### src/rtl/ethrx_pkg.sv
package ethrx_pkg;

    localparam logic [31:0] CRC_POLY_REFL = 32'hEDB88320;
    localparam logic [31:0] CRC_RESIDUE   = 32'hC704DD7B;

    localparam int CNT_CRC   = 0;
    localparam int CNT_ALIGN = 1;
    localparam int NUM_CNT   = 2;

    typedef enum logic {
        ST_HUNT = 1'b0,
        ST_RECV = 1'b1
    } rx_fsm_t;

    // packed MSB first: passed=[3] short=[2] align=[1] crc=[0]
    typedef struct packed {
        logic passed;
        logic short_frm;
        logic align_err;
        logic crc_err;
    } rx_status_t;

    function automatic logic [31:0] reflect32(input logic [31:0] v);
        logic [31:0] r;
        for (int i = 0; i < 32; i++) begin
            r[i] = v[31-i];
        end
        return r;
    endfunction

endpackage

### src/rtl/ethrx_crc_step.sv
module ethrx_crc_step #(
    parameter int          CRC_W = 32,
    parameter logic [31:0] POLY  = ethrx_pkg::CRC_POLY_REFL
) (
    input  logic [CRC_W-1:0] crc_in,
    input  logic             bit_in,
    output logic [CRC_W-1:0] crc_out
);
    logic feedback;

    always_comb begin
        feedback = crc_in[0] ^ bit_in;
        crc_out  = (crc_in >> 1) ^ (feedback ? POLY[CRC_W-1:0] : '0);
    end

endmodule

### config.mk
export PLATFORM = sky130hd
export DESIGN_NAME = ethrx_crc_step
export DESIGN_NICKNAME = d
export VERILOG_FILES = /design/src/rtl/ethrx_pkg.sv /design/src/rtl/ethrx_crc_step.sv
export SDC_FILE = /design/constraint.sdc
export NUM_CORES = 1
export LEC_CHECK = 0
export CORE_AREA = 4 4 47 49
export DETAILED_ROUTE_END_ITERATION = 10
export DIE_AREA = 0 0 51 53
export PLACE_DENSITY_LB_ADDON = 0.15
export SYNTH_ARGS = -nofsm -noshare
export SYNTH_HDL_FRONTEND = slang
export SYNTH_SLANG_ARGS = --single-unit
### constraint.sdc
create_clock -name vclk -period 1.5
set_input_delay 0.225 -clock vclk [all_inputs]
set_output_delay 0.225 -clock vclk [all_outputs]
set_load 0.01 [all_outputs]
# Word-level counts from Yosys, hierarchy flattened
# Cells that the tools add are included.
dict set report classes {
  mux 1
  bitwise 2
}
# operator count
set ops {}
lappend ops {{two-way mux 32 bit} 1}
lappend ops {{XOR 31 x 32 -> 32 bit} 1}
lappend ops {{XOR 1 bit} 1}
dict set report totals {
  elab_cells 3
  ff_bits 0
  output_inout_bits 32
}

# Depth between registers and ports, before layout
# Gate-level depths: netlist of the first run.
dict set report logic_depth {
  word_depth 3
  depth_mapped 4
  ltp_nobuf 1
}

# Least setup slack after synthesis of the first run
# No wires, ideal clock.
dict set report synth_timing {
  path_kind {input to output}
  startpoint {input port crc_in[0]}
  endpoint {output port crc_out[15]}
  arrival_ns 0.878
  stages 3
  setup_slack_ns 0.397
  cell_sequence {buf_6 > buf_6 > xor3_1}
}
dict set report synth_via {
  elab_chain_len 3
}
# element line_no
set synth_lines {}
lappend synth_lines {{start, declared} ethrx_crc_step.sv:5} ;# input logic [CRC_W-1:0] crc_in,
lappend synth_lines {{XOR 1 bit} ethrx_crc_step.sv:12} ;# feedback = crc_in[0] ^ bit_in;
lappend synth_lines {{two-way mux 32 bit} ethrx_crc_step.sv:13} ;# crc_out = (crc_in >> 1) ^ (feedback ? POLY[CRC_W-1:0] : '0);
lappend synth_lines {{XOR 31 x 32 -> 32 bit} ethrx_crc_step.sv:13}
lappend synth_lines {{end, declared} ethrx_crc_step.sv:7} ;# output logic [CRC_W-1:0] crc_out
# No other way between the ends.

# Final worst setup path of the first run
dict set report layout_timing {
  startpoint {input port crc_in[0]}
  endpoint {output port crc_out[30]}
}
# Same word-level chain as after synthesis.

==> results of run 1 <==
[cells by family (layout without fill, tap and decap cells)]
family / count (synthesis) / after routing
xor gates and xnor gates: 14 / 14
buffers and inverters: 22 / 35
[worst paths after layout]
kind / cells past startpoint / end / from
setup / recovery: 4 / crc_out[30] / crc_in[0]
hold / removal: 0 / crc_out[14] / crc_in[15]
[area by class of cell]
cell class                 count  area (sq um)  area share (%)
multi-input combinational     14           333            48.4
tap                           27          33.8            4.91
timing repair buffer          35           322            46.7
[through the flow]
step / setup WS [ps] / power, mW
6_report: 27.5 / 0.295
3_5_place_dp: -604 / 0.329
2_1_floorplan: 397 / 0.216
5_1_grt: -4.65 / 0.314
3_3_place_gp: -570 / 0.326
4_1_cts: 15.6 / 0.302
[Yosys cell counts]
library cell | count | area [sq um]
xor2_1 | 1 | 8.76
xor3_4 | 4 | 110
buf_4 | 19 | 143
buf_6 | 3 | 33.8
xor3_1 | 9 | 214
[worst max-delay path, delay by kind of cell]
| family | cells | cell delay, ps |
|---|---|---|
| buf+inv | 3 | 600 |
| xor+xnor | 1 | 430 |
[metal layers]
metal	vias to the layer above	part of all wire [%]	wire length [um]	GRT usage, %
li1	126	-	-	-
met2	23	56	698	16.7
met1	125	24	298	6.92
met4	0	3.4	42	3.14
met3	8	16	197	3.94
met5	-	0	0	0
[what timing repair did]
item,in CTS,in global routing
gates resized for setup,53,4
setup endpoints to repair,14,5
buffers inserted,1,0
gates cloned,2,0
hold buffers,0,0
[layout by cell type, fill, tap and decap left out, drive strengths merged]
cell type	synthesis	routed
buf	22	15
clkdlybuf4s50	0	13
xor3	13	13
clkbuf	0	3
dlygate4sd2	0	2
xor2	1	1
bufbuf	0	1
clkdlybuf4s15	0	1
[power by group through the flow]
| stage | combinational (mW) | sequential [mW] | clock (mW) |
|---|---|---|---|
| floorplan | 0.216 | 0 | 0 |
| global placement | 0.326 | 0 | 0 |
| detailed placement | 0.329 | 0 | 0 |
| CTS | 0.302 | 0 | 0 |
| global route | 0.314 | 0 | 0 |
| finish | 0.295 | 0 | 0 |
==> results.py, run 1 <==
metrics = {
    "run_status": {
        "status": "completed",
    },
    "synthesis": {
        "synth_compound_gate_area_share_pct": 0,
        "ys_seq_area_share_pct": 0,
        "yosys.area_share.simple_pct": 0,
        "syn_area_sq_um": 509,
        "synth.distinct_cells": 5,
        "synth_area_per_cell_sq_um": 14.1,
        "synth-xor-area-share_pct": 65.4,
        "synth_fp_nets": 69,
        "yosys.area_share.adder_pct": 0,
        "yosys_warnings": 0,
        "yosys-mux-area-fraction_pct": 0,
        "synth_top_family_by_area": "XOR/XNOR gates",
        "synthCells": 36,
    },
    "pwr": {
        "sw_frac_of_total_pct": 32.1,
        "p_per_area_nw_per_um2": 429,
        "p_seq_share_pct": 0,
        "ir_drop_v": 0.000155,
        "p_sw_uw": 94.6,
        "internal_power_uw": 200,
        "power_frac_comb_pct": 100.0,
        "clockPowerShare_pct": 0,
        "p_leak_nw": 0.379,
    },
    "timing": {
        "setup_viol": 0,
        "relSlewSlack_pct": 90.7,
        "period_needed_ps": 1470,
        "fin_crit_sh_pct": 98.2,
        "tightestPinTransition_ps": 140,
        "holdWs_ps": 450,
        "clock.fmax_mhz": 679,
        "finalSetupTns_ps": 0,
        "finalHoldViolCount": 0,
        "maxSlewViolCount": 0,
        "rsz0062_at_grt": "true",
    },
    "placement": {
        "placedInstanceArea_sq_um": 692,
        "port_buffers": 29,
        "gp_congestion": 0.632,
        "dp_cells": 73,
    },
    "floorplan": {
        "initial_core_util_pct": 27.4,
        "dieWidth_um": 51,
        "io_pins": 65,
        "rows": 16,
        "coreArea_sq_um": 1860,
        "die_area_sq_um": 2700,
        "die_y_um": 53,
    },
    "detailed_routing": {
        "ant_nets": 0,
        "viasPerCell": 3.71,
        "vias": 282,
        "drtIter0Drc": 2,
        "drc": 0,
        "wl_um": 1240,
        "firstDrtPassIters": 2,
        "detail_route.wl_per_cell_um": 16.3,
    },
    "setup_path": {
        "critPathMaxFanout": 4,
        "critical-path-max-stage-delay_ps": 430,
        "critPathCaptureType": "primary output",
        "crit_chain": "dlygate4sd2_1 > buf_4 > xor3_4 > buf_2",
        "worstSetupPathType": "in2out",
        "cp_data_required_time_ps": 1270,
        "crit_path_top_delay_cell": "xor3_4",
        "worstPathArrival_ps": 1250,
        "critPathLaunchType": "input pin",
    },
    "final_layout": {
        "layout.nets": 84,
        "clockBufferCount": 0,
        "instances_no_fill": 76,
        "nFillCells": 185,
        "syn2layout_area_growth_pct": 35.1,
        "final_util_pct": 37.0,
        "antennaDiodeCount": 0,
        "drive_gt1_share_pct": 46.9,
        "seqCellArea_sq_um": 0,
        "seq_cells": 0,
        "final_area_sq_um": 688,
    },
    "global_route": {
        "grt_pass1_wl_um": 1710,
        "antenna_found_initial": 0,
        "grt_max_degree": 8,
        "grt_pass1_vias": 331,
        "grt_usage_pct": 8.35,
        "overflow": 0,
    },
    "job": {
        "max_cap_viol_count": 0,
    },
    "min_path": {
        "hold_class": "in2out",
    },
}
(Power assumes the default switching activity.)
==> inputs of run 2 (changes only) <==
--- a/config.mk
+++ b/config.mk
@@ -9,6 +9,7 @@
 export DETAILED_ROUTE_END_ITERATION = 10
 export DIE_AREA = 0 0 51 53
 export PLACE_DENSITY_LB_ADDON = 0.15
+export RECOVER_POWER = 50
 export SYNTH_ARGS = -nofsm -noshare
 export SYNTH_HDL_FRONTEND = slang
 export SYNTH_SLANG_ARGS = --single-unit
==> results of run 2 <==
No change in the layout: final DEF, timing and power equal those of run 1.
